**src/rtl/cec_txc_pkg.sv**
```systemverilog
package cec_txc_pkg;
    typedef enum logic [1:0] {CMD_NOP = 2'd0, CMD_SEND = 2'd1, CMD_ABORT = 2'd2, CMD_NEXT = 2'd3} cmd_e;
    typedef enum logic [1:0] {STS_IDLE = 2'd0, STS_BUSY = 2'd1, STS_DONE = 2'd2, STS_ERR = 2'd3} status_e;
    typedef enum logic [1:0] {RES_ACK = 2'd0, RES_NACK = 2'd1, RES_ARB = 2'd2, RES_RSV = 2'd3} result_e;
    typedef enum logic [1:0] {SFT_NEXT = 2'd0, SFT_NEWINIT = 2'd1, SFT_RETRY = 2'd2} sft_sel_e;
    typedef enum logic [1:0] {FS_IDLE = 2'd0, FS_WAIT = 2'd1, FS_XMIT = 2'd2} fsm_e;

    localparam logic [7:0] ADR_LEN    = 8'h10;
    localparam logic [7:0] ADR_CMD    = 8'h11;
    localparam logic [7:0] ADR_CLR    = 8'h13;
    localparam logic [7:0] ADR_SFT    = 8'h40;
    localparam logic [7:0] ADR_STATUS = 8'h93;
endpackage

```
**src/rtl/tx_msg_store.sv**
```systemverilog
module tx_msg_store #(
    parameter int DEPTH = 16,
    parameter int DW    = 8,
    localparam int AW   = $clog2(DEPTH)
) (
    input  logic          clk,
    input  logic          rst_n,
    input  logic          wr_en,
    input  logic [7:0]    wr_addr,
    input  logic [DW-1:0] wr_data,
    input  logic [7:0]    rd_addr,
    input  logic [AW-1:0] eng_idx,
    output logic [DW-1:0] eng_byte,
    output logic [DW-1:0] rd_byte,
    output logic          rd_hit,
    output logic [AW-1:0] len_q,
    output logic          clr_q
);
    import cec_txc_pkg::*;

    logic [DW-1:0] mem [DEPTH];

    always_ff @(posedge clk or negedge rst_n) begin
        if (!rst_n) begin
            clr_q <= 1'b0;
            len_q <= '0;
            for (int i = 0; i < DEPTH; i++) mem[i] <= '0;
        end else begin
            if (wr_en && wr_addr == ADR_CLR) clr_q <= wr_data[0];
            if (clr_q) begin
                len_q <= '0;
                for (int i = 0; i < DEPTH; i++) mem[i] <= '0;
            end else if (wr_en) begin
                if (wr_addr == ADR_LEN) len_q <= wr_data[AW-1:0];
                for (int i = 0; i < DEPTH; i++)
                    if (wr_addr == 8'(i)) mem[i] <= wr_data;
            end
        end
    end

    assign eng_byte = mem[eng_idx];

    always_comb begin
        rd_hit  = 1'b0;
        rd_byte = '0;
        for (int i = 0; i < DEPTH; i++) begin
            if (rd_addr == 8'(i)) begin
                rd_hit  = 1'b1;
                rd_byte = mem[i];
            end
        end
        if (rd_addr == ADR_LEN) begin
            rd_hit  = 1'b1;
            rd_byte = DW'(len_q);
        end
    end


    clr_zero_chk: assert property (@(posedge clk) disable iff (!rst_n)
        (clr_q && $past(clr_q)) |-> (len_q == '0 && mem[0] == '0));
endmodule

```
**src/rtl/tx_sft_timer.sv**
```systemverilog
module tx_sft_timer #(
    parameter int          TW        = 11,
    parameter logic [10:0] RST_NEXT  = 11'h2AA,
    parameter logic [10:0] RST_NEW   = 11'h000,
    parameter logic [10:0] RST_RETRY = 11'h118,
    localparam int         NSEL      = 3
) (
    input  logic                  clk,
    input  logic                  rst_n,
    input  logic                  wr_en,
    input  logic [7:0]            wr_addr,
    input  logic [7:0]            wr_data,
    input  logic [7:0]            rd_addr,
    input  cec_txc_pkg::sft_sel_e sel,
    input  logic                  run,
    input  logic                  bus_idle,
    output logic                  ready,
    output logic [7:0]            rd_val,
    output logic                  rd_hit
);
    import cec_txc_pkg::*;

    logic [TW-1:0] sft [NSEL];
    logic [TW-1:0] cnt;

    function automatic logic [TW-1:0] rst_val(int idx);
        case (idx)
            0:       return TW'(RST_NEXT);
            1:       return TW'(RST_NEW);
            default: return TW'(RST_RETRY);
        endcase
    endfunction

    always_ff @(posedge clk or negedge rst_n) begin
        if (!rst_n) begin
            for (int i = 0; i < NSEL; i++) sft[i] <= rst_val(i);
        end else if (wr_en) begin
            for (int i = 0; i < NSEL; i++) begin
                if (wr_addr == 8'(ADR_SFT + 8'(2*i)))     sft[i][7:0]    <= wr_data;
                if (wr_addr == 8'(ADR_SFT + 8'(2*i + 1))) sft[i][TW-1:8] <= wr_data[TW-9:0];
            end
        end
    end

    always_ff @(posedge clk or negedge rst_n) begin
        if (!rst_n)                cnt <= '0;
        else if (!run || !bus_idle) cnt <= '0;
        else if (cnt != '1)        cnt <= cnt + 1'b1;
    end

    assign ready = run && bus_idle && (cnt >= sft[sel]);

    always_comb begin
        rd_hit = 1'b0;
        rd_val = '0;
        for (int i = 0; i < NSEL; i++) begin
            if (rd_addr == 8'(ADR_SFT + 8'(2*i))) begin
                rd_hit = 1'b1;
                rd_val = sft[i][7:0];
            end
            if (rd_addr == 8'(ADR_SFT + 8'(2*i + 1))) begin
                rd_hit = 1'b1;
                rd_val = 8'(sft[i][TW-1:8]);
            end
        end
    end


    ready_idle_chk: assert property (@(posedge clk) disable iff (!rst_n)
        ready |-> bus_idle);

    cnt_restart_chk: assert property (@(posedge clk) disable iff (!rst_n)
        !bus_idle |=> cnt == '0);
endmodule

```
**src/rtl/tx_cmd_fsm.sv**
```systemverilog
module tx_cmd_fsm (
    input  logic                  clk,
    input  logic                  rst_n,
    input  logic                  go,
    input  cec_txc_pkg::cmd_e     go_cmd,
    input  logic                  ready,
    input  logic                  eng_done,
    input  cec_txc_pkg::result_e  eng_result,
    input  logic                  irq_ack,
    output cec_txc_pkg::fsm_e     state,
    output cec_txc_pkg::status_e  status,
    output cec_txc_pkg::sft_sel_e sel,
    output logic                  eng_start,
    output logic                  eng_abort,
    output logic                  irq
);
    import cec_txc_pkg::*;

    fsm_e nxt;
    logic last_fail;
    logic do_abort;
    logic do_send;

    assign do_abort  = go && go_cmd == CMD_ABORT && state != FS_IDLE;
    assign do_send   = go && (go_cmd == CMD_SEND || go_cmd == CMD_NEXT) && state == FS_IDLE;
    assign eng_start = state == FS_WAIT && ready && !do_abort;

    always_comb begin
        nxt = state;
        unique case (state)
            FS_IDLE: if (do_send) nxt = FS_WAIT;
            FS_WAIT: begin
                if (do_abort)   nxt = FS_IDLE;
                else if (ready) nxt = FS_XMIT;
            end
            FS_XMIT: if (do_abort || eng_done) nxt = FS_IDLE;
            default: nxt = FS_IDLE;
        endcase
    end

    always_ff @(posedge clk or negedge rst_n) begin
        if (!rst_n) state <= FS_IDLE;
        else        state <= nxt;
    end

    always_ff @(posedge clk or negedge rst_n) begin
        if (!rst_n) begin
            status    <= STS_IDLE;
            sel       <= SFT_NEWINIT;
            eng_abort <= 1'b0;
            irq       <= 1'b0;
            last_fail <= 1'b0;
        end else begin
            eng_abort <= 1'b0;
            if (irq_ack) irq <= 1'b0;
            if (do_send) begin
                status <= STS_BUSY;
                if (go_cmd == CMD_NEXT) sel <= SFT_NEXT;
                else                    sel <= last_fail ? SFT_RETRY : SFT_NEWINIT;
            end
            if (do_abort) begin
                status    <= STS_ERR;
                eng_abort <= 1'b1;
                irq       <= 1'b1;
                last_fail <= 1'b1;
            end else if (state == FS_XMIT && eng_done) begin
                irq <= 1'b1;
                unique case (eng_result)
                    RES_ACK:  begin status <= STS_DONE; last_fail <= 1'b0; end
                    RES_ARB:  begin status <= STS_BUSY; last_fail <= 1'b1; end
                    default:  begin status <= STS_ERR;  last_fail <= 1'b1; end
                endcase
            end
        end
    end


    start_single_chk: assert property (@(posedge clk) disable iff (!rst_n)
        eng_start |=> !eng_start);

    busy_state_chk: assert property (@(posedge clk) disable iff (!rst_n)
        (state != FS_IDLE) |-> status == STS_BUSY);

    abort_err_chk: assert property (@(posedge clk) disable iff (!rst_n)
        eng_abort |-> (status == STS_ERR && irq && state == FS_IDLE));

    irq_rise_chk: assert property (@(posedge clk) disable iff (!rst_n)
        $rose(irq) |-> $past(state) != FS_IDLE);
endmodule

```
**src/rtl/tx_cmd_ctrl.sv**
```systemverilog
module tx_cmd_ctrl #(
    parameter int DEPTH = 16,
    parameter int TW    = 11,
    localparam int AW   = $clog2(DEPTH)
) (
    input  logic          clk,
    input  logic          rst_n,
    input  logic          reg_wr,
    input  logic [7:0]    reg_addr,
    input  logic [7:0]    reg_wdata,
    input  logic [7:0]    reg_raddr,
    output logic [7:0]    reg_rdata,
    input  logic          irq_ack,
    output logic          tx_irq,
    input  logic          bus_idle,
    output logic          eng_start,
    output logic          eng_abort,
    output logic [AW-1:0] eng_len,
    input  logic [AW-1:0] eng_idx,
    output logic [7:0]    eng_byte,
    input  logic          eng_done,
    input  logic [1:0]    eng_result
);
    import cec_txc_pkg::*;

    cmd_e     cmd_q;
    logic     go;
    fsm_e     state;
    status_e  status;
    sft_sel_e sel;
    logic     ready;
    logic     clr_q;
    logic     buf_hit, tmr_hit;
    logic [7:0] buf_rd, tmr_rd;

    always_ff @(posedge clk or negedge rst_n) begin
        if (!rst_n)                            cmd_q <= CMD_NOP;
        else if (reg_wr && reg_addr == ADR_CMD) cmd_q <= cmd_e'(reg_wdata[1:0]);
    end

    assign go = reg_wr && reg_addr == ADR_CMD && cmd_q == CMD_NOP && reg_wdata[1:0] != 2'd0;

    tx_msg_store #(.DEPTH(DEPTH), .DW(8)) u_store (
        .clk(clk), .rst_n(rst_n), .wr_en(reg_wr), .wr_addr(reg_addr), .wr_data(reg_wdata),
        .rd_addr(reg_raddr), .eng_idx(eng_idx), .eng_byte(eng_byte), .rd_byte(buf_rd),
        .rd_hit(buf_hit), .len_q(eng_len), .clr_q(clr_q)
    );

    tx_sft_timer #(.TW(TW)) u_timer (
        .clk(clk), .rst_n(rst_n), .wr_en(reg_wr), .wr_addr(reg_addr), .wr_data(reg_wdata),
        .rd_addr(reg_raddr), .sel(sel), .run(state == FS_WAIT), .bus_idle(bus_idle),
        .ready(ready), .rd_val(tmr_rd), .rd_hit(tmr_hit)
    );

    tx_cmd_fsm u_fsm (
        .clk(clk), .rst_n(rst_n), .go(go), .go_cmd(cmd_e'(reg_wdata[1:0])), .ready(ready),
        .eng_done(eng_done), .eng_result(result_e'(eng_result)), .irq_ack(irq_ack),
        .state(state), .status(status), .sel(sel), .eng_start(eng_start),
        .eng_abort(eng_abort), .irq(tx_irq)
    );

    always_comb begin
        reg_rdata = 8'h00;
        if (buf_hit)                  reg_rdata = buf_rd;
        else if (tmr_hit)             reg_rdata = tmr_rd;
        else if (reg_raddr == ADR_CMD)    reg_rdata = {6'd0, cmd_q};
        else if (reg_raddr == ADR_CLR)    reg_rdata = {7'd0, clr_q};
        else if (reg_raddr == ADR_STATUS) reg_rdata = {6'd0, status};
    end


    repeat_cmd_chk: assert property (@(posedge clk) disable iff (!rst_n)
        (reg_wr && reg_addr == ADR_CMD && cmd_q != CMD_NOP && state == FS_IDLE) |=> state == FS_IDLE);
endmodule

```
**config.mk**
```make
export PLATFORM = sky130hd
export DESIGN_NAME = tx_cmd_ctrl
export DESIGN_NICKNAME = d
export VERILOG_FILES = /design/src/rtl/cec_txc_pkg.sv /design/src/rtl/tx_msg_store.sv /design/src/rtl/tx_sft_timer.sv /design/src/rtl/tx_cmd_fsm.sv /design/src/rtl/tx_cmd_ctrl.sv
export SDC_FILE = /design/constraint.sdc
export NUM_CORES = 1
export LEC_CHECK = 0
export BUFFER_PORTS_ARGS = -buffer_cell sky130_fd_sc_hd__clkbuf_2
export CAP_MARGIN = 30
export CORE_MARGIN = 10
export CORE_UTILIZATION = 50
export CTS_CLUSTER_DIAMETER = 40
export DETAILED_ROUTE_END_ITERATION = 12
export PLACE_DENSITY = 0.65
export SYNTH_ARGS = -nofsm -noshare
export SYNTH_HDL_FRONTEND = slang
export SYNTH_SLANG_ARGS = --single-unit
```
**constraint.sdc**
```tcl
create_clock -name clk -period 6.7 [get_ports clk]
set_input_delay 1.34 -clock clk [delete_from_list [all_inputs] [get_ports clk]]
set_output_delay 1.34 -clock clk [all_outputs]
set_load 0.005 [all_outputs]
```
==> results of run 1 <==
==> placed cells by master, fill, tap and decap left out, drive strengths merged, types with 3 or more instances in the layout <==
| master | Yosys | layout |
|---|---|---|
| dfstp | 9 | 9 |
| a211oi | 4 | 4 |
| nor2b | 13 | 13 |
| nand2 | 74 | 74 |
| or3 | 3 | 3 |
| nand4 | 9 | 9 |
| o21ai | 31 | 31 |
| a32oi | 4 | 4 |
| a221oi | 4 | 4 |
| buf | 29 | 15 |
| o221ai | 5 | 5 |
| o211ai | 7 | 7 |
| a31oi | 5 | 5 |
| and3 | 6 | 6 |
| clkbuf | 55 | 75 |
| a21oi | 66 | 66 |
| and2 | 6 | 6 |
| mux2i | 121 | 121 |
| dfrtp | 179 | 179 |
| mux2 | 47 | 47 |
| o32ai | 5 | 5 |
| nand2b | 5 | 5 |
| mux4 | 58 | 58 |
| nor4b | 3 | 3 |
| o311ai | 3 | 3 |
| ha | 12 | 12 |
| xnor2 | 3 | 3 |
| xor2 | 5 | 5 |
| and4 | 4 | 4 |
| nor3 | 14 | 14 |
| nand3 | 40 | 40 |
| a22oi | 8 | 8 |
| inv | 7 | 15 |
| clkinv | 2 | 6 |
| nor2 | 152 | 152 |
==> metrics by stage <==
step | worst slack, ps | cells
6_report | 1460 | 1327
5_1_grt | 1410 | 1326
4_1_cts | 1610 | 1325
3_5_place_dp | 1600 | 1293
3_3_place_gp | 1600 | 1293
2_1_floorplan | 2450 | 1025
==> per-layer routing <==
| metal | share of wire (%) | wire, µm |
|---|---|---|
| met5 | 0 | 0 |
| met4 | 2.7 | 887 |
| met3 | 7.2 | 2390 |
| met2 | 46 | 15200 |
| met1 | 44 | 14700 |
==> registers in the layout (all words and copies together) (netlist names) <==
signal	count
u_store.clr_q	1
u_timer.sft	33
u_store.mem	128
u_fsm.irq	1
u_timer.cnt	11
cmd_q	2
u_fsm.status	2
u_fsm.last_fail	1
u_fsm.state	2
u_store.len_q	4
u_fsm.eng_abort	1
u_fsm.sel	2
==> power breakdown <==
| part | internal (mW) | total, mW | switching, mW |
|---|---|---|---|
| clock | 0.577 | 1.07 | 0.497 |
| combinational | 0.112 | 0.286 | 0.173 |
| sequential | 1.19 | 1.24 | 0.0555 |
==> critical path, cell delays in order <==
cell and delay [ps]:
clkbuf_2 500, nor2b_1 210, nand2_1 370, o211ai_1 150
a211oi_1 260, a21oi_1 90, o311ai_0 720, clkbuf_2 240
==> cell type report <==
cell class	instances	area, µm²
clock inverters	14	171
inverters	9	38.8
well taps	280	350
multi-input cells	744	5840
diodes	2	5.00
clock buffers	18	439
repair buffers	72	417
flip-flops and latches	188	4720
fillers	1867	9710
==> cell families (layout without fill, tap and decap cells) <==
kind of cell,after synthesis,in the layout
AND/OR/NAND/NOR,341,341
multiplexers,226,226
flip-flops,188,188
AO/OA/AOI/OAI,157,157
buffers and inverters,93,113
adder cells (fa/ha/maj),12,12
XOR/XNOR,8,8
other,0,2
==> final timing paths <==
kind                       slack [ps]               end  cells after the start    startpoint
hold / removal                    520         u_fsm.irq                      2     u_fsm.irq
min in group asynchronous         960  u_store.len_q[2]                      1         rst_n
setup / recovery                 1460      reg_rdata[5]                      8  reg_raddr[2]
max in group asynchronous        4380    u_store.mem[6]                      2         rst_n
setup reg to reg                 3410    u_fsm.state[1]                      9  u_fsm.sel[0]
hold reg to reg                   520         u_fsm.irq                      2     u_fsm.irq
==> results summary, run 1 <==
The number of global-route vias before repair came out at a little over 8000. In the final routed layout, each cell accounts on average for 25.0 µm. The final-stage net count is between 1000 and 1500. The leakage power total came out at about 5.3 nW. After synthesis, the largest area contributor takes up 41.0% of total cell area. The I/O pin total is 59. In this run the post-CTS setup repair buffer count came out at 0. The fraction of synthesis flops using an asynchronous set or reset pin came out at between 90% and 100%. Counting every instance in the synthesized netlist gives 1025. Setup repair after global routing left no endpoint under its margin. The number of synthesized flops with an enable pin came out at 0. The synthesized netlist devotes under 10% of its cell area to adder and majority cells. The sum of overflow across all layers after global routing came out at 0. The pin count of the biggest net entering global routing came out at 90.

The overall die area is between 20000 and 30000 µm². The arrival time at the worst endpoint is about 3900 ps. The max-slew violation total from the final report is 0.

The final worst-path cycle share came out at about 80%. The starting utilization of the core area came out at between 50% and 60%. After layout, the design draws a total of about 2.6 mW.

The detailed placement HPWL is ~23000 µm. The max-capacitance violation count is 0. The residual DRC count came out at 0. The worst setup path is captured at a primary output.

The first global-routing pass estimated 51700 µm of wire. The die is roughly 170 µm wide. The worst slew margin relative to its limit came out at about a third. At the end of the flow the core is filled with cells to 55.2%.

The post-cts gate resize count is 0. The placed instance area came out at roughly 11000 µm². The ratio of total power to cell area is about 220 nW/µm². For this block, the initial DRC count from the detailed router was just over 1000.

For this run, the detailed router's first-pass iteration total came to 6. Clock tree synthesis selected as its root buffer the cell clkbuf_16. The number of hold violations in the final report is 0. The cell area that synthesis handed to floorplanning was between 10000 and 15000 µm². The sequential area share after synthesis came out at 43.1%. The initial antenna violation count is 2. The port buffer count came out at between 50 and 60. The count of warnings emitted by yosys is 0. The global routing met1 resource utilization is between 30% and 40%. The transition time at the pin with the least slew margin came out at approximately 1000 ps. The total length of routed wires is roughly 33000 µm. The top fanout value on the critical path came out at 27.

The total negative slack came out at 0 ps. The site row count came out at 54. The ratio of cells with drive above 1 in the final layout came out at 22.3%.

The worst setup path is of the input port to primary output kind. The number of clock buffers inserted by TritonCTS is 17. For the worst setup path, the data required time is about 5400 ps. The path class of the tightest hold or removal check is flop to flop.

The post-route minimum period came out at between 5000 and 6000 ps. For this run, global-route usage on met2 was measured as a little over a third. The final setup violation count is 0. The basic-gate share of the synthesized area counting and, or, nand and nor cells is between 10% and 20%. Synthesis inferred between 150 and 200 register bits. The latest clock arrival within the worst-skew pair is ~450 ps. The met3 demand-to-capacity share in global routing is about 4.8%.

The worst slack on hold paths is between 500 and 600 ps. Ranked by instance count, the synthesized netlist is headed by dfrtp_1, nor2_1, mux2i_1. The worst clock skew came out at ~11 ps. The main combinational cell family by area after synthesis is multiplexers.

The post-synthesis xor/xnor area fraction came out at less than 1%. In this run the most used layer during global routing was met2. The number of distinct library cells after synthesis is 65. The per-instance average area after synthesis came out at 10.7 µm². The most common cell in the synthesized netlist is dfrtp_1.

The cell area after layout came out at 12000 µm². Counting every sink on the clock net gives about 190. TritonCTS built the clock tree. The prevailing post-synth register cell is dfrtp_1.

The die extent in y came out at between 150 and 200 µm. The CTS clock-pin slew for the worst setup and hold paths came out at approximately 80 ps. The H-tree depth came out at 4.

The area growth from synthesis to final layout is 9.60%. The worst setup path is launched from an input port. The longest clock path from root to sink contains 2 buffers. At the end of routability-driven placement, the weighted congestion stood at about 1.0. The post-synthesis net count came out at around 1100. The cts-stage hold buffer count came out at 0. The complex-gate fraction of the synthesized area came out at between 8 and 9%. The flow ran to the end, and the final reports show no timing, DRC or antenna violations. The post-synthesis cell type with the largest combined area is dfrtp_1. Global routing consumed, over all layers together, around a quarter of the routing resources.

In this run the standard cell core region covers 21700 µm². The maximum clock rate came out at 0.191 GHz. The ratio of routed vias to standard cells came out at between 6 and 7. The worst-case IR drop observed on VDD is 0.144 mV. In the post-synthesis netlist, the biggest area contributors are dfrtp_1, mux4_2, mux2i_1, nor2_1, mux2_2. The number of routed nets with antenna violations is 0. The multiplexer share of the synthesized area came out at between 20% and 30%. The overall via count from detail_route is ~8500.
Power figures use the tool's default switching activity.
==> run 2, diff against run 1 <==
Settings changed: ABC_AREA set to 1, PLACE_DENSITY 0.65 to 0.68.
Clock period 6.7 ns to 4.25 ns, I/O delays scaled along.
==> run 2 against run 1 <==
  * Total power is 110% higher
  * Sequential cell count stayed put
  * Die area is 4.0% lower
  * Register-to-register slack worse by 2100 ps
  * Critical path depth is 4 higher
  * Clock skew is 2.4 ps higher
  * Area after synthesis is 4.5% lower
  * Final area is 2.2% lower
  * Combinational power grew to 3.8 times the previous value
  * Clock power is 57% higher
  * Non-clock buffer count is 16 higher
==> results summary, run 2 <==
Fill cells in the final layout number 1927. For this run the aggregate overflow at the end of global routing stands at 0. The overall via count from detail_route came out at 10138. The library cell used most frequently in the layout, excluding fill and tap cells, is nand2_1. Summing all non-filler instances in the final layout gives an area of between 10000 and 15000 µm². The flip-flop and latch count after synthesis is between 150 and 200. The depth of the worst register-to-register path came out at 12. Before CTS, the worst setup slack after placement is around 630 ps. Static timing analysis puts the maximum clock frequency at between 0.2 and 0.25 GHz. The die is about 160 µm tall. For this run, asynchronously set or reset flops after synthesis account for 100%. The number of hold violations in the final report is 0. The reg-to-reg critical path startpoint is u_fsm.sel[0]. Sorting the synthesized cells by how often they occur yields nand2_1, o21ai_0, dfrtp_1. The clock root buffer is clkbuf_16. Power spread over the standard cell area amounts to 476 nW/µm².

The H-tree depth came out at 4. The library cells used most frequently in the layout, excluding fill and tap cells, are nand2_1, o21ai_0, dfrtp_1, nor2_1, inv_1. The global router's overall resource usage came out at 25.6%. The starting utilization of the core area came out at about half.

The post-synthesis net count is roughly 1500. Cells with a size suffix above 1 make up between 10% and 20% of the layout. The max-slew violation total from the final report was 0. The worst path required time came out at approximately 3400 ps. Clock tree synthesis found a total of approximately 190 sinks. The kind of start point of the critical path is a flop.

The first-pass GRT wire length came out at about 53000 µm. For this design the static power due to leakage is between 5 and 6 nW. The initial antenna violation count came out at 1. Of all nets on the critical path, the largest fanout is 14.

The pre-antenna-repair detailed-routing pass consisted of 6 iterations. The average wire per standard cell is 19.8 µm. TritonCTS built the clock tree. For the pin with the worst max-slew slack, the measured transition is around 1000 ps. Summed over all instances, the cell type with the most area after synthesis is dfrtp_1.

Yosys mapped a number of flops with a built-in enable equal to 0. The final setup slack of the worst path is 216 ps. The max-capacitance violation count came out at 0. In this run the cell area measured after placement is between 10000 and 15000 µm². The post-synthesis instance area came out at 10400 µm².

In the synthesized netlist the dominant register cell turns out to be dfrtp_1. After synthesis, the mean cell area works out to approximately 7.4 µm². The longest clock path from root to sink contains 2 buffers. The number of global-route vias before repair is approximately 9500. The site row count is 52. The flow ran to the end, and the final reports show no timing, DRC or antenna violations. The detailed placement HPWL came out at approximately 25000 µm.

The count of warnings emitted by yosys is 0. The number of flip-flops in the largest register came out at approximately 130. The area growth from synthesis to final layout is 12.2%. In the final layout, the registers with the most flip-flops are u_store.mem (128), u_timer.sft (33), u_timer.cnt (11).

The final-stage net count came out at between 1500 and 2000. The die covers between 20000 and 30000 µm². At the worst endpoint, the arrival time is ~3200 ps. Setup violations remaining at the end of the flow were counted as 0. The number of routed nets with antenna violations is 0. The post-route minimum period came out at slightly above 4000 ps.

The port buffer count is 58. After technology mapping, the gate count stands at around 1400. Setup total negative slack on the finished layout was measured at 0 ps. The setup slack of the most critical reg-to-reg path is between 1000 and 1500 ps. The x dimension of the die came out at around 160 µm. The peak supply drop came out at between 0.2 and 0.3 mV. The number of clock buffers inserted by TritonCTS came out at 17. By instance count, the leading cell after synthesis is nand2_1. The register with the highest flop count is u_store.mem. The I/O pin total came out at 59. The worst setup path is captured at a primary output. The pin count of the biggest net entering global routing is about 120. After detailed routing, the number of vias per cell comes to ~5.8. Counting distinct cell types in the post-synthesis netlist gives 45. The destination of the worst register-to-register timing path is u_fsm.state[1]. The latest clock arrival within the worst-skew pair is ~460 ps. The overall power consumption is around 5.6 mW. After layout, the worst path uses 94.9% of the clock period.

The congestion estimate from routability-driven global placement came to between 1 and 1.5. The sequential area share after synthesis is a little under half. Ranked by total cell area, the synthesized netlist is headed by dfrtp_1, o21ai_0, nand2_1, nor2_1, inv_1. Setup repair after global routing left no endpoint under its margin. The residual DRC count came out at 0. The top cell type's share of synthesized area came out at a little over two fifths. The min-delay analysis places its worst path in the category input port to asynchronous set/reset pin.

The area inside the core boundary is 20400 µm². The setup path with the least slack is of type flop to primary output. After clock tree synthesis, the clock-pin slew on the worst setup and hold paths is 80 ps. The worst clock skew is 13.6 ps. The violation count after the first detailed-route iteration came out at between 1000 and 1500. The worst slew margin relative to its limit is about a third.

The total length of routed wires is 34300 µm.
==> run 2: worst max path at each step <==
stage	end	slack (ps)	startpoint
floorplan	eng_start	1320	u_fsm.sel[1]
global placement	reg_rdata[7]	630	reg_raddr[0]
detailed placement	reg_rdata[7]	630	reg_raddr[0]
CTS	eng_start	230	u_fsm.sel[0]
global route	eng_start	30	u_fsm.sel[0]
finish	eng_start	220	u_fsm.sel[0]
==> run 2: logic make-up (layout without fill, tap and decap cells) <==
| group | after synthesis | in the layout | share of synthesized area [%] |
|---|---|---|---|
| AO/OA/AOI/OAI | 410 | 410 | 21.1 |
| XOR/XNOR | 1 | 1 | 0.0839 |
| adder cells (fa/ha/maj) | 12 | 12 | 1.44 |
| buffers and inverters | 200 | 259 | 7.40 |
| flip-flops | 188 | 188 | 45.2 |
| other | 0 | 1 | 0 |
| AND/OR/NAND/NOR | 597 | 597 | 24.8 |
==> run 2: layout make-up <==
class	instances	area, µm²	area share, %
multi-input cells	1020	4960	42.4
flip-flops and latches	188	4720	40.3
repair buffers	88	573	4.89
inverters	139	522	4.45
clock buffers	17	425	3.63
well taps	270	338	2.88
clock inverters	15	173	1.47
diodes	1	2.50	0.0214
==> run 2: power by group <==
group          switching (mW)  leakage (nW)  total, mW  internal [mW]
clock                   0.833         0.289       1.68          0.844
combinational           0.681          2.70       1.09          0.407
sequential              0.486          2.40       2.81           2.32
total                    2.00          5.39       5.58           3.58
==> run 2: critical path, stage by stage, from the launching register on <==
cell and delay [ps]:
dfstp_2 720, nor2_1 150, buf_4 210, a22oi_1 410, ha_1 340, nand2_1 70, nor2_1 50, nand3_1 90
o2111ai_1 130, o21ai_0 200, buf_4 180, nor2_1 50, clkbuf_2 110
==> run 2: through the flow <==
stage | hold slack, ps | instances | utilization (%)
after floorplan | 453 | 1408 | -
after global placement | 469 | 1699 | 54.2
after detailed placement | 474 | 1703 | 54.3
after CTS | 493 | 1735 | 57.3
after global routing | 203 | 1738 | 57.5
final | 203 | 1738 | 57.5
==> run 2: routing by layer <==
| metal | global-route usage [%] | routed length [µm] | vias to the layer above |
|---|---|---|---|
| li1 | - | - | 4784 |
| met1 | 33.3 | 14300 | 4798 |
| met2 | 39.4 | 15500 | 459 |
| met3 | 7.00 | 3290 | 97 |
| met4 | 10.7 | 1240 | 0 |
| met5 | 0 | 0 | - |
==> run 2: what timing repair did <==
item | CTS | global route
resized for setup | 0 | 3
endpoints found under the setup margin | 0 | 1
hold buffers | 0 | 0
setup buffers | 0 | 0
==> run 3, diff against run 2 <==
Settings changed: CORE_UTILIZATION 50 to 45, PLACE_DENSITY 0.68 to 0.62.
==> run 3 against run 2 <==
  * First-iteration DRC count grew 3.8%
  * Clock skew shrank 1.7 ps
  * Via count shrank 2.0%
  * Global-route usage shrank 1.5 points
  * Critical endpoint unchanged
==> results summary, run 3 (synthesized netlist as in run 2, its figures left out) <==
The site row count came out at 55. The arrival time at the worst endpoint is 3080 ps. Compared with the post-synthesis result, the final layout area differs by 12.5%. The post-cts gate resize count came out at 0.

Of the total power, combinational logic draws about a fifth. The final setup violation count is 0. TritonCTS created 17 clock buffers.

The tree is rooted in a clkbuf_16. The latest clock arrival within the worst-skew pair is ~440 ps. For the pin with the worst max-slew slack, the measured transition is approximately 1000 ps. Headroom to the max-slew limit came out at ~33%. The filler cells instantiated in the layout total approximately 2300. The peak supply drop is 0.259 mV.

STA classifies the critical path endpoint as a primary output. The CTS clock-pin slew for the worst setup and hold paths came out at roughly 80 ps. Hold is met by approximately 430 ps.

The internal power of the cells is between 3 and 4 mW. The starting utilization of the core area is between 40% and 50%. The number of flip-flops in the largest register is ~130. In this run the power density over the cells is roughly 480 nW/µm².

The cell area after layout came out at about 12000 µm². The first-pass GRT wire length came out at 54200 µm. The destination of the worst register-to-register timing path is u_fsm.state[1]. After clock tree synthesis, the setup repair step added 0 buffers. The top fanout value on the critical path came out at 7. The post-route netlist has between 10% and 20% of its cells at a drive strength greater than 1.

The clock tree synthesis step divided the H-tree into 4 levels. The total negative slack is 0 ps. The most common library cell in the layout ignoring fill and taps is nand2_1. The die covers a little under 30000 µm².

In the routed design, unresolved DRC markers number 0. The longest individual stage delay on the worst path is 640 ps. On the critical path, the stage with the largest delay is an instance of dfstp_2. The worst clock skew came out at around 12 ps. The total length of routed wires came out at 35100 µm. The clock network burns a little under a third of the power. The worst-case clock buffer depth is 2. The wire-length estimate of the detail-placed layout is between 20000 and 30000 µm. The number of global-route vias before repair came to 9410. The post-route minimum period is slightly below 4000 ps.

Setup repair after global routing left no endpoint under its margin. The library cells used most frequently in the layout, excluding fill and tap cells, are nand2_1, o21ai_0, dfrtp_1, nor2_1, inv_1. In the final routed layout, each cell accounts on average for between 20 and 25 µm.

After detailed routing, the number of vias per cell comes to approximately 5.7. After clock tree synthesis, the flow added hold-fix buffers numbering 0. The TritonCTS clock tree is yes. Counting every sink on the clock net gives roughly 190.

The overall via count from detail_route is 9934. Max-cap violations in this run came to 0. The maximum clock rate came out at between 0.2 and 0.3 GHz.

Walking the worst path, the cells encountered are nor2_1 -> buf_4 -> a22oi_1 -> ha_1 -> a21oi_1 -> o21ai_0 -> nand2_1 -> o2111ai_1 -> o21ai_0 -> buf_4 -> nor2_1 -> clkbuf_2. The critical path class is flop to primary output. The final worst-path cycle share came out at between 90% and 100%.

Input and output buffers added on the ports amount to slightly below 60. The placed instance area is approximately 11000 µm². The register with the most flip-flops in the final layout is u_store.mem. The count of nets left with antenna violations once routing finished came out at 0. The kind of start point of the critical path is a flop. The pin count of the biggest net entering global routing is 85. The setup slack of the most critical reg-to-reg path came out at 1420 ps. The largest registers in the layout are u_store.mem (128), u_timer.sft (33), u_timer.cnt (11). The number of hold violations in the final report is 0. The total net switching power came out at around 2.0 mW.

The startpoint identified for the worst register-to-register timing path is u_fsm.sel[0]. Before CTS, the worst setup slack after placement is between 600 and 700 ps. The max-slew violation total from the final report was 0. The number of antenna diodes in the final layout is 0.

Across all setup checks in the final design, the least slack found is between 300 and 400 ps. The worst path required time is about 3400 ps. The flow ran to the end, and the final reports show no timing, DRC or antenna violations. The sum of overflow across all layers after global routing came out at 0. In this run the count of I/O pins placed on the die edge is 59.

The number of cells on the worst reg-to-reg path is 12. The die extent in y came out at between 150 and 200 µm. The initial antenna violation count is 0. The area inside the core boundary came out at about 23000 µm². The global router's overall resource usage is 24.0%. The first detailed-routing pass ran for 6 iterations. The global placer's final weighted congestion is roughly 1. The x dimension of the die is about 170 µm. The violation count after the first detailed-route iteration is roughly 1200. The final-stage net count is 1502. The switching share of total power is a little over a third.

The min-delay analysis places its worst path in the category input port to asynchronous set/reset pin. The leakage power total is around 5.4 nW. The sequential share of power is 50.1%.
[run 3: cell types whose count changed in the layout (fill, tap and decap cells not counted), moves of 2 or more]
| cell | before | now |
|---|---|---|
| a22oi_1 | 2 | 5 |
| inv_8 | 6 | 4 |
| clkinvlp_4 | 2 | 0 |
| a22oi_2 | 3 | 0 |
| clkinv_8 | 1 | 3 |
[run 3: per-layer routing]
metal	wire length [µm]	track usage [%]	vias to the layer above
met2	16400	37.9	388
met1	15700	33.0	4732
met4	648	6.60	0
li1	-	-	4773
met5	0	0	-
met3	2360	4.42	41
[run 3: worst max-delay path, delay by kind of cell (launching register included)]
| kind | cells | cell delay [ps] |
|---|---|---|
| buf+inv | 3 | 470 |
| flops | 1 | 640 |
| simple gates | 3 | 260 |
| fa+ha+maj | 1 | 340 |
| compound gates | 5 | 910 |
[run 3: worst max path at each step]
stage / from / endpoint / slack, ps / cells past startpoint
2_1_floorplan: u_fsm.sel[1] / eng_start / 1320 / 12
3_3_place_gp: reg_raddr[0] / reg_rdata[4] / 540 / 15
3_5_place_dp: reg_raddr[0] / reg_rdata[4] / 630 / 15
4_1_cts: u_fsm.sel[0] / eng_start / 350 / 12
5_1_grt: u_fsm.sel[0] / eng_start / 120 / 12
6_report: u_fsm.sel[0] / eng_start / 320 / 12
[run 3: per-stage QoR]
step | util [%] | instances | power, mW
global route | 51.7 | 1752 | 5.95
detailed placement | 48.9 | 1720 | 3.90
CTS | 51.7 | 1752 | 5.65
floorplan | - | 1408 | 3.38
finish | 51.7 | 1752 | 5.65
global placement | 48.7 | 1715 | 3.87
[run 3: power by group through the flow]
| stage | Clock, mW | Combinational (mW) | Sequential [mW] |
|---|---|---|---|
| 6_report | 1.74 | 1.08 | 2.83 |
| 3_3_place_gp | 0 | 1.04 | 2.83 |
| 2_1_floorplan | 0 | 0.742 | 2.63 |
| 3_5_place_dp | 0 | 1.08 | 2.82 |
| 4_1_cts | 1.76 | 1.08 | 2.80 |
| 5_1_grt | 1.82 | 1.25 | 2.87 |
[run 3: final cells by class]
class / count / area, µm² / share of cell area, %
inverters: 139 / 522 / 4.44
well taps: 285 / 357 / 3.04
clock inverters: 14 / 198 / 1.68
multi-input cells: 1020 / 4950 / 42.1
flip-flops and latches: 188 / 4720 / 40.2
clock buffers: 18 / 439 / 3.74
repair buffers: 88 / 562 / 4.78
